$ cat config.mk
export PLATFORM = sky130hd
export DESIGN_NAME = sym_rx_top
export DESIGN_NICKNAME = d
export VERILOG_FILES = /design/src/rtl/sym_rx_pkg.sv /design/src/rtl/sym_rx_decode.sv /design/src/rtl/sym_rx_framer.sv /design/src/rtl/sym_rx_idle.sv /design/src/rtl/sym_rx_top.sv
export SDC_FILE = /design/constraint.sdc
export NUM_CORES = 1
export LEC_CHECK = 0
export BUFFER_PORTS_ARGS = -buffer_cell sky130_fd_sc_hd__buf_2
export CORE_MARGIN = 8
export CORE_UTILIZATION = 40
export CTS_CLUSTER_DIAMETER = 60
export DETAILED_ROUTE_END_ITERATION = 8
export MAX_ROUTING_LAYER = met4
export PLACE_DENSITY = 0.69
export REMOVE_ABC_BUFFERS = 1
export SLEW_MARGIN = 20
export SYNTH_ARGS = -nofsm -noshare
export SYNTH_HDL_FRONTEND = slang
export SYNTH_SLANG_ARGS = --single-unit
$ cat constraint.sdc
create_clock -name clk -period 2.4 [get_ports clk]
set_input_delay 0.48 -clock clk [delete_from_list [all_inputs] [get_ports clk]]
set_output_delay 0.48 -clock clk [all_outputs]
set_load 0.02 [all_outputs]
$ cat src/rtl/sym_rx_pkg.sv
package sym_rx_pkg;

  typedef enum logic [1:0] {
    CLS_NONE = 2'b00,
    CLS_PH1  = 2'b01,
    CLS_PH2  = 2'b10,
    CLS_RSVD = 2'b11
  } sym_cls_e;

  // Symbols per character: start + data + stop.
  function automatic int unsigned frame_symbols(input logic wl, input int unsigned data_short);
    return wl ? data_short + 2 : data_short + 3;
  endfunction

  function automatic logic carrier_present(input logic [1:0] cls);
    return (cls == CLS_PH1) || (cls == CLS_PH2);
  endfunction

endpackage

$ cat src/rtl/sym_rx_decode.sv
module sym_rx_decode
  import sym_rx_pkg::*;
(
  input  logic       sym_stb,
  input  logic [1:0] sym_cls,
  input  logic       body_act,
  output logic       chirp_evt,
  output logic       none_evt,
  output logic       pre_evt,
  output logic       data_ph1,
  output logic       data_ph2
);

  always_comb begin
    chirp_evt = sym_stb && carrier_present(sym_cls);
    none_evt  = sym_stb && !carrier_present(sym_cls);
    pre_evt   = chirp_evt && !body_act;
    data_ph1  = chirp_evt && body_act && (sym_cls == CLS_PH1);
    data_ph2  = chirp_evt && body_act && (sym_cls == CLS_PH2);
  end

endmodule

$ cat src/rtl/sym_rx_framer.sv
module sym_rx_framer
  import sym_rx_pkg::*;
#(
  parameter int unsigned DATA_SHORT = 8,
  parameter int unsigned STUFF_RUN  = 5
) (
  input  logic clk,
  input  logic rst_n,
  input  logic none_evt,
  input  logic pre_evt,
  input  logic data_ph1,
  input  logic data_ph2,
  input  logic word_len,
  output logic rx_line,
  output logic char_done,
  output logic msg_end,
  output logic eom_hit
);

  localparam int unsigned FRAME_MAX = DATA_SHORT + 3;
  localparam int unsigned PW = $clog2(FRAME_MAX + 1);
  localparam int unsigned SW = $clog2(STUFF_RUN + 1);

  logic [PW-1:0] pos_q;
  logic [PW-1:0] flen_q;
  logic [SW-1:0] stuff_q;
  logic          in_char;
  logic          last_sym;

  assign in_char  = (pos_q != '0);
  assign last_sym = in_char && (pos_q == PW'(flen_q - PW'(1)));
  assign eom_hit  = data_ph1 && !in_char && (stuff_q == SW'(STUFF_RUN - 1));

  always_ff @(posedge clk or negedge rst_n) begin
    if (!rst_n) begin
      pos_q     <= '0;
      flen_q    <= PW'(frame_symbols(1'b1, DATA_SHORT));
      stuff_q   <= '0;
      rx_line   <= 1'b1;
      char_done <= 1'b0;
      msg_end   <= 1'b0;
    end else begin
      char_done <= 1'b0;
      msg_end   <= 1'b0;
      if (none_evt) begin
        rx_line <= 1'b1;
        pos_q   <= '0;
        stuff_q <= '0;
      end else if (pre_evt) begin
        pos_q   <= '0;
        stuff_q <= '0;
      end else if (data_ph1 || data_ph2) begin
        rx_line <= data_ph1;
        if (in_char) begin
          if (last_sym) begin
            pos_q     <= '0;
            char_done <= 1'b1;
          end else begin
            pos_q <= pos_q + PW'(1);
          end
        end else if (data_ph2) begin
          pos_q   <= PW'(1);
          flen_q  <= PW'(frame_symbols(word_len, DATA_SHORT));
          stuff_q <= '0;
        end else if (eom_hit) begin
          stuff_q <= '0;
          msg_end <= 1'b1;
        end else begin
          stuff_q <= stuff_q + SW'(1);
        end
      end
    end
  end

endmodule

$ cat src/rtl/sym_rx_idle.sv
module sym_rx_idle #(
  parameter int unsigned IDLE_BITS = 10
) (
  input  logic clk,
  input  logic rst_n,
  input  logic chirp_evt,
  input  logic none_evt,
  input  logic eom_hit,
  input  logic bit_stb,
  output logic line_quiet,
  output logic idle_flag
);

  localparam int unsigned CW = $clog2(IDLE_BITS + 1);

  logic [CW-1:0] cnt_q;
  logic          count_en;

  assign count_en = bit_stb && !chirp_evt && !none_evt && line_quiet
                    && (cnt_q < CW'(IDLE_BITS));

  always_ff @(posedge clk or negedge rst_n) begin
    if (!rst_n) begin
      cnt_q      <= CW'(IDLE_BITS);
      line_quiet <= 1'b1;
      idle_flag  <= 1'b1;
    end else if (chirp_evt) begin
      cnt_q      <= '0;
      line_quiet <= eom_hit;
      idle_flag  <= 1'b0;
    end else if (none_evt) begin
      if (!line_quiet) begin
        line_quiet <= 1'b1;
        cnt_q      <= '0;
      end
    end else if (count_en) begin
      cnt_q <= cnt_q + CW'(1);
      if (cnt_q == CW'(IDLE_BITS - 1)) idle_flag <= 1'b1;
    end
  end

endmodule

$ cat src/rtl/sym_rx_top.sv
module sym_rx_top #(
  parameter int unsigned DATA_SHORT = 8,
  parameter int unsigned STUFF_RUN  = 5,
  parameter int unsigned IDLE_BITS  = 10
) (
  input  logic       clk,
  input  logic       rst_n,
  input  logic       sym_stb,
  input  logic [1:0] sym_cls,
  input  logic       body_act,
  input  logic       bit_stb,
  input  logic       word_len,
  output logic       rx_line,
  output logic       idle_flag,
  output logic       char_done,
  output logic       msg_end
);

  logic chirp_evt;
  logic none_evt;
  logic pre_evt;
  logic data_ph1;
  logic data_ph2;
  logic eom_hit;
  logic line_quiet;

  sym_rx_decode u_decode (
    .sym_stb  (sym_stb),
    .sym_cls  (sym_cls),
    .body_act (body_act),
    .chirp_evt(chirp_evt),
    .none_evt (none_evt),
    .pre_evt  (pre_evt),
    .data_ph1 (data_ph1),
    .data_ph2 (data_ph2)
  );

  sym_rx_framer #(.DATA_SHORT(DATA_SHORT), .STUFF_RUN(STUFF_RUN)) u_framer (
    .clk      (clk),
    .rst_n    (rst_n),
    .none_evt (none_evt),
    .pre_evt  (pre_evt),
    .data_ph1 (data_ph1),
    .data_ph2 (data_ph2),
    .word_len (word_len),
    .rx_line  (rx_line),
    .char_done(char_done),
    .msg_end  (msg_end),
    .eom_hit  (eom_hit)
  );

  sym_rx_idle #(.IDLE_BITS(IDLE_BITS)) u_idle (
    .clk       (clk),
    .rst_n     (rst_n),
    .chirp_evt (chirp_evt),
    .none_evt  (none_evt),
    .eom_hit   (eom_hit),
    .bit_stb   (bit_stb),
    .line_quiet(line_quiet),
    .idle_flag (idle_flag)
  );

endmodule

Yosys cells after proc, flatten, opt, wreduce, memory -nomap -nowiden
Index checks and enable logic that the tools add are counted. W data, S select, Z words.

Shift operators: 0. $lt $le $gt $ge: 1. Equality and inequality tests: 9. Reductions and logical operators: 34. Muxes and demuxes: 37. Divide/modulo/power cells: 0. Multipliers: 0. Add/subtract/negate cells: 4. Bitwise operators: 3.

Operators by type and width (number): $mux W4 (10); $mux W1 (21); $mux W3 (6); $logic_and A1 B1 Y1 (13); $add A4 B1 Y4 const B (2); $reduce_and A2 Y1 (4); $reduce_bool A2 Y1 (4); $reduce_bool A4 Y1 (2); $ne A3 B2 Y1 const B (2); $reduce_bool A3 Y1 (2); $logic_not A1 Y1 (5); $reduce_and A5 Y1 (1); $eq A4 B4 Y1 (1); $eq A4 B4 Y1 const B (1); $lt A4 B4 Y1 const B (1); $ne A2 B1 Y1 const B (2); $sub A4 B1 Y4 const B (1); $add A3 B1 Y3 const B (1); $eq A3 B3 Y1 const B (1); $not A1 Y1 (3); $reduce_and A3 Y1 (1); $eq A2 B1 Y1 const B (1); $eq A2 B2 Y1 const B (1); $logic_or A1 B1 Y1 (2).

Memories kept: 0. ROM bits: 0. Output and inout bits: 4. Logic and storage cells: 97. RAM bits: 0. Input bits: 8. Bits in latches: 0. Register bits after elaboration: 20.

Longest topological paths before layout
Word-level depth: 13. Depth in mapped cells: 6. Depth with buffers taken out: 6.

Cells and area by module
From an unflattened synthesis, not the netlist that was laid out.

Cell total of the unflattened synthesis: 127. Area, all modules: 1146.1 um^2.

Modules (own cells, without submodules): sym_rx_framer (cells an instance 79, area each 700.7 um^2, times used 1); sym_rx_idle (cells an instance 39, area each 371.6 um^2, times used 1); sym_rx_decode (cells an instance 9, area each 73.8 um^2, times used 1).

Worst setup path after synthesis
Ideal clock, no wire load.

Path kind: input port to flip-flop. From: input port sym_cls[0]. To: register u_framer.pos_q[3]. Cell stages on the path: 6. Path slack: 0.531 ns. Setup time: 0.080 ns. Arrival: 1.789 ns. Path buffers: 0. Required time: 2.320 ns. Cell sequence: inv_1 ha_1 nand2b_1 a21oi_1 or4b_1 o211ai_2.

Cells in the longest elaborated chain, start to end: 8. Elaborated cells on any way between the ends: 16.

Ends and longest elaborated chain: start, declared (RTL line sym_rx_top.sv:9) `input logic [1:0] sym_cls,`; $eq A2 B1 Y1 or $eq A2 B2 Y1 (tied branches) (RTL line sym_rx_pkg.sv:16, sym_rx_decode.sv:18, sym_rx_decode.sv:19); $logic_or A1 B1 Y1 (RTL line sym_rx_pkg.sv:16) `return (cls == CLS_PH1) || (cls == CLS_PH2);`; $logic_and A1 B1 Y1 (RTL line sym_rx_decode.sv:15) `chirp_evt = sym_stb && carrier_present(sym_cls);`; $logic_and A1 B1 Y1 (RTL line sym_rx_decode.sv:18, sym_rx_decode.sv:19); $logic_and A1 B1 Y1, on equally long branches (RTL line sym_rx_decode.sv:18, sym_rx_decode.sv:19); $logic_or A1 B1 Y1 (RTL line sym_rx_framer.sv:52) `end else if (data_ph1 || data_ph2) begin`; $reduce_bool A3 Y1 (no source line); $reduce_and A2 Y1 (no source line); end signal, assigned (RTL line sym_rx_framer.sv:59) `pos_q <= pos_q + PW'(1);`; end, declared (RTL line sym_rx_framer.sv:24) `logic [PW-1:0] pos_q;`.

Several ways; a longest one is shown, not always the timed one. A chain may end at the register's enable or synchronous reset.

Worst setup path in the final report
From: register u_framer.pos_q[0]. To: register u_framer.pos_q[3].

Cells in the longest elaborated chain, start to end: 7. Elaborated cells on any way between the ends: 11.

Ends and longest elaborated chain: parallel branches: the longest is 7 deep, another holds $add A4 B1 Y4.

Several ways; the timed one is not identified. The select of a mux whose other input is x is not followed.

==> impl_metrics.prom <==
# TYPE chip_impl_metric gauge
chip_impl_metric{name="fin_crit_sh",unit=""} 0.764
chip_impl_info{name="r2r-start",value="u_framer.pos_q[0]"} 1
chip_impl_metric{name="fp.dieArea",unit="mm^2"} 0.00437
chip_impl_metric{name="reg2regPathDepth",unit=""} 6
chip_impl_metric{name="routed_wl",unit="um"} 1980
chip_impl_metric{name="buffers_inserted_by_post_cts_timing_repair",unit=""} 0
chip_impl_metric{name="synthDominantCellAreaShare",unit=""} 0.299
chip_impl_metric{name="detailroute.via_count",unit=""} 829
chip_impl_metric{name="timing.max_cap.violations",unit=""} 0
chip_impl_metric{name="fraction_of_the_mapped_netlist_area_in_adder_cells",unit=""} 0.0998
chip_impl_info{name="most_frequent_cells_after_synthesis",value="nand2_1 (15), o21ai_0 (13), dfrtp_1 (12), ha_1 (8), inv_1 (8)"} 1
chip_impl_metric{name="cts_repair_resize_count",unit=""} 0
chip_impl_metric{name="synthSimpleGateAreaFrac",unit=""} 0.231
chip_impl_metric{name="floorplan.core_area",unit="mm^2"} 0.00243
chip_impl_info{name="criticalPathCategory",value="flip-flop to flip-flop"} 1
chip_impl_metric{name="pwr-share-comb",unit=""} 0.351
chip_impl_metric{name="chipWidth",unit="um"} 66.1
chip_impl_metric{name="post_synthesis_sequential_area_ratio",unit=""} 0.430
chip_impl_metric{name="post_synth_num_cell_types",unit=""} 33
chip_impl_metric{name="portBuffers",unit=""} 11
chip_impl_info{name="ys_top_cells_by_area",value="dfrtp_1 (30%), dfstp_2 (13%), ha_1 (10%)"} 1
chip_impl_metric{name="power_leakage",unit="nW"} 0.510
chip_impl_info{name="crit_path_end_kind",value="flip-flop"} 1
chip_impl_metric{name="max_freq",unit="MHz"} 545
chip_impl_metric{name="yosys_warnings",unit=""} 0
chip_impl_metric{name="p_switching",unit="mW"} 0.341
chip_impl_metric{name="final.setup.tns",unit="ps"} 0
chip_impl_metric{name="synth-async-reset-ratio",unit=""} 1.00
chip_impl_metric{name="num_rows",unit=""} 18
chip_impl_metric{name="cp_slowest_stage_delay",unit="ps"} 490
chip_impl_info{name="ys.flop_type",value="dfrtp_1"} 1
chip_impl_metric{name="powerDensity",unit="mW/mm^2"} 811
chip_impl_metric{name="drcViolationCount",unit=""} 0
chip_impl_info{name="worst_setup_path_start_kind",value="flip-flop"} 1
chip_impl_metric{name="fin_util",unit=""} 0.462
chip_impl_metric{name="final-max-slew-violation-count",unit=""} 0
chip_impl_metric{name="p_sw_frac",unit=""} 0.374
chip_impl_metric{name="pin_count",unit=""} 12
chip_impl_metric{name="drt_pass1_iterations",unit=""} 4
chip_impl_metric{name="globalplace.congestion",unit=""} 0.785
chip_impl_metric{name="wp_data_required",unit="ps"} 2610
chip_impl_metric{name="worst_slew_pin_slew",unit="ps"} 379
chip_impl_metric{name="num_antenna_cells",unit=""} 0
chip_impl_info{name="synth_largest_area_cell",value="dfrtp_1"} 1
chip_impl_metric{name="globalRouteOverflowTotal",unit=""} 0
chip_impl_info{name="tritoncts",value="built"} 1
chip_impl_metric{name="met3RoutedLength",unit="um"} 77
chip_impl_metric{name="grt_antenna_before_repair",unit=""} 0
chip_impl_metric{name="wirelength_met1",unit="um"} 1050
chip_impl_info{name="clock-root-buffer",value="clkbuf_4"} 1
chip_impl_metric{name="antenna_viol_nets_final",unit=""} 0
chip_impl_metric{name="timing.final.crit_period",unit="ps"} 1830
chip_impl_info{name="synth_top_family_by_area",value="simple AND/OR/NAND/NOR gates"} 1
chip_impl_metric{name="initial_utilization",unit=""} 0.413
chip_impl_metric{name="regToRegSetupSlack",unit="ps"} 570
chip_impl_metric{name="relSlewSlack",unit=""} 0.744
chip_impl_metric{name="synthesis.instances",unit=""} 108
chip_impl_metric{name="finalSetupViolations",unit=""} 0
chip_impl_metric{name="power.share.sequential",unit=""} 0.487
chip_impl_metric{name="synth_enable_flop_cells",unit=""} 0
chip_impl_metric{name="share_of_synthesized_area_spent_on_multiplexers",unit=""} 0.0112
chip_impl_metric{name="synth_compound_area_frac",unit=""} 0.181
chip_impl_metric{name="cts.path.max_buffers",unit=""} 2
chip_impl_metric{name="area.growth.synth_to_final",unit="%"} 12.1
chip_impl_metric{name="initialDrtViolationCount",unit=""} 19
chip_impl_metric{name="die_h",unit="um"} 66.1
chip_impl_metric{name="worst_skew_pair.late_latency",unit="ps"} 280
chip_impl_metric{name="cts_made_buffers",unit=""} 3
chip_impl_metric{name="detail_route.vias_per_cell",unit=""} 5.42
chip_impl_metric{name="dp_hpwl",unit="um"} 1540
chip_impl_metric{name="final_nets",unit=""} 140
chip_impl_metric{name="postCtsHoldBufs",unit=""} 0
chip_impl_info{name="r2r_end",value="u_framer.pos_q[3]"} 1
chip_impl_metric{name="ys_seq_elements",unit=""} 17
chip_impl_info{name="topRoutingLayerUsed",value="met4"} 1
chip_impl_info{name="synth.most_common_cell",value="nand2_1"} 1
chip_impl_metric{name="p_int",unit="mW"} 0.571
chip_impl_metric{name="final.setup_skew",unit="ps"} 1.05
chip_impl_info{name="crit_chain",value="inv_1 > ha_1 > nor3b_2 > o22a_2 > or4b_1 > o211ai_2"} 1
chip_impl_metric{name="detailroute.wirelength.met2",unit="um"} 839
chip_impl_metric{name="syn-mean-instance-area",unit="um^2"} 9.29
chip_impl_info{name="timing.hold.worst.class",value="input pin to asynchronous set/reset pin"} 1
chip_impl_metric{name="post_route_cells_drive_above_1_share",unit=""} 0.203
chip_impl_metric{name="cts_max_level",unit=""} 1
chip_impl_metric{name="crit_fanout",unit=""} 7
chip_impl_metric{name="clkSinkCount",unit=""} 17
chip_impl_metric{name="grt_max_degree",unit=""} 18
chip_impl_info{name="run_status",value="finished clean"} 1
chip_impl_metric{name="first_global_vias",unit=""} 844
chip_impl_metric{name="grt_pass1_wl",unit="um"} 3490
chip_impl_metric{name="cp.arrival",unit="ps"} 2040
chip_impl_metric{name="power.ir.vdd_worst",unit="uV"} 431
chip_impl_metric{name="share_clk_of_total_power",unit=""} 0.162
chip_impl_metric{name="timing.final.hold_violations",unit=""} 0
chip_impl_metric{name="path_clk_slew",unit="ps"} 90
chip_impl_info{name="grt_setup_unrepaired",value="false"} 1
chip_impl_info{name="timing.critical_path.slowest_stage_cell",value="or4b_1"} 1
chip_impl_metric{name="gr_util_all_layers",unit=""} 0.100
chip_impl_metric{name="routedWlPerCell",unit="um"} 12.9
chip_impl_metric{name="yosys.area_share.xor_xnor",unit=""} 0.00873
chip_impl_metric{name="syn-cell-area",unit="mm^2"} 0.00100
logic make-up after synthesis:
logic type / Yosys count
AOI/OAI and AO/OA: 28
DFF: 17
muxes: 1
adders and majority gates: 8
and+or+nand+nor: 43
buffers and inverters: 10
xor gates and xnor gates: 1
worst max-delay path: cells and delay by family, from the launching register on:
| kind | cells | cell delay (ps) |
|---|---|---|
| adders and majority gates | 1 | 210 |
| AOI/OAI and AO/OA | 2 | 330 |
| DFF | 1 | 460 |
| and+or+nand+nor | 2 | 680 |
| buffers and inverters | 1 | 90 |
flip-flops by register name (all words and copies together), names as in the netlist:
name	flops
u_framer.char_done	1
u_framer.flen_q	1
u_framer.msg_end	1
u_framer.pos_q	4
u_framer.rx_line	1
u_framer.stuff_q	3
u_idle.cnt_q	4
u_idle.idle_flag	1
u_idle.line_quiet	1
through the flow:
| step | total power, mW | setup slack (ps) | hold slack [ps] | cell area [um^2] | std cells |
|---|---|---|---|---|---|
| floorplan | 0.669 | 531 | 184 | 998 | 107 |
| global placement | 0.751 | 364 | 416 | 1100 | 149 |
| detailed placement | 0.766 | 315 | 420 | 1100 | 149 |
| CTS | 0.916 | 583 | 109 | 1120 | 153 |
| global route | 0.988 | 487 | 124 | 1120 | 153 |
| finish | 0.912 | 566 | 98.3 | 1120 | 153 |
power by group through the flow:
stage	sequential (mW)	combinational, mW	clock [mW]
2_1_floorplan	0.434	0.235	0
3_3_place_gp	0.445	0.305	0
3_5_place_dp	0.449	0.316	0
6_report	0.445	0.320	0.147
5_1_grt	0.459	0.365	0.163
4_1_cts	0.444	0.317	0.155
cells in the final DEF, fill, tap and decap left out, types with 2 or more instances in the layout:
cell type,instances
nand2_1,15
o21ai_0,13
dfrtp_1,12
buf_2,11
inv_1,8
ha_1,8
nand3_1,7
a21oi_1,5
dfstp_2,5
nor2b_1,4
nand4_1,3
nor2_1,3
clkbuf_4,3
nand2b_1,2
nor3b_1,2
o31ai_1,2
how the worst max path moves through the flow:
stage,startpoint,to,slack [ps],cells after the start
floorplan,sym_cls[0],u_framer.pos_q[3],530,6
global placement,sym_cls[0],u_framer.pos_q[3],360,7
detailed placement,sym_cls[0],u_framer.pos_q[3],310,7
CTS,u_framer.pos_q[0],u_framer.pos_q[3],580,6
global route,sym_cls[0],u_framer.pos_q[3],490,7
finish,u_framer.pos_q[0],u_framer.pos_q[3],570,6
layout make-up:
type | count | area [um^2]
inverters | 9 | 33.8
flip-flops and latches | 17 | 432
fillers | 248 | 1310
clock buffers | 4 | 26.3
well taps | 30 | 37.5
repair buffers | 12 | 62.6
multi-input cells | 81 | 533
per-layer routing:
metal | vias up | track usage
met3 | 2 | 0.0169
met1 | 390 | 0.137
met2 | 19 | 0.146
met4 | 0 | 0.0320
li1 | 418 | -
met5 | - | -
(Power assumes the default switching activity.)
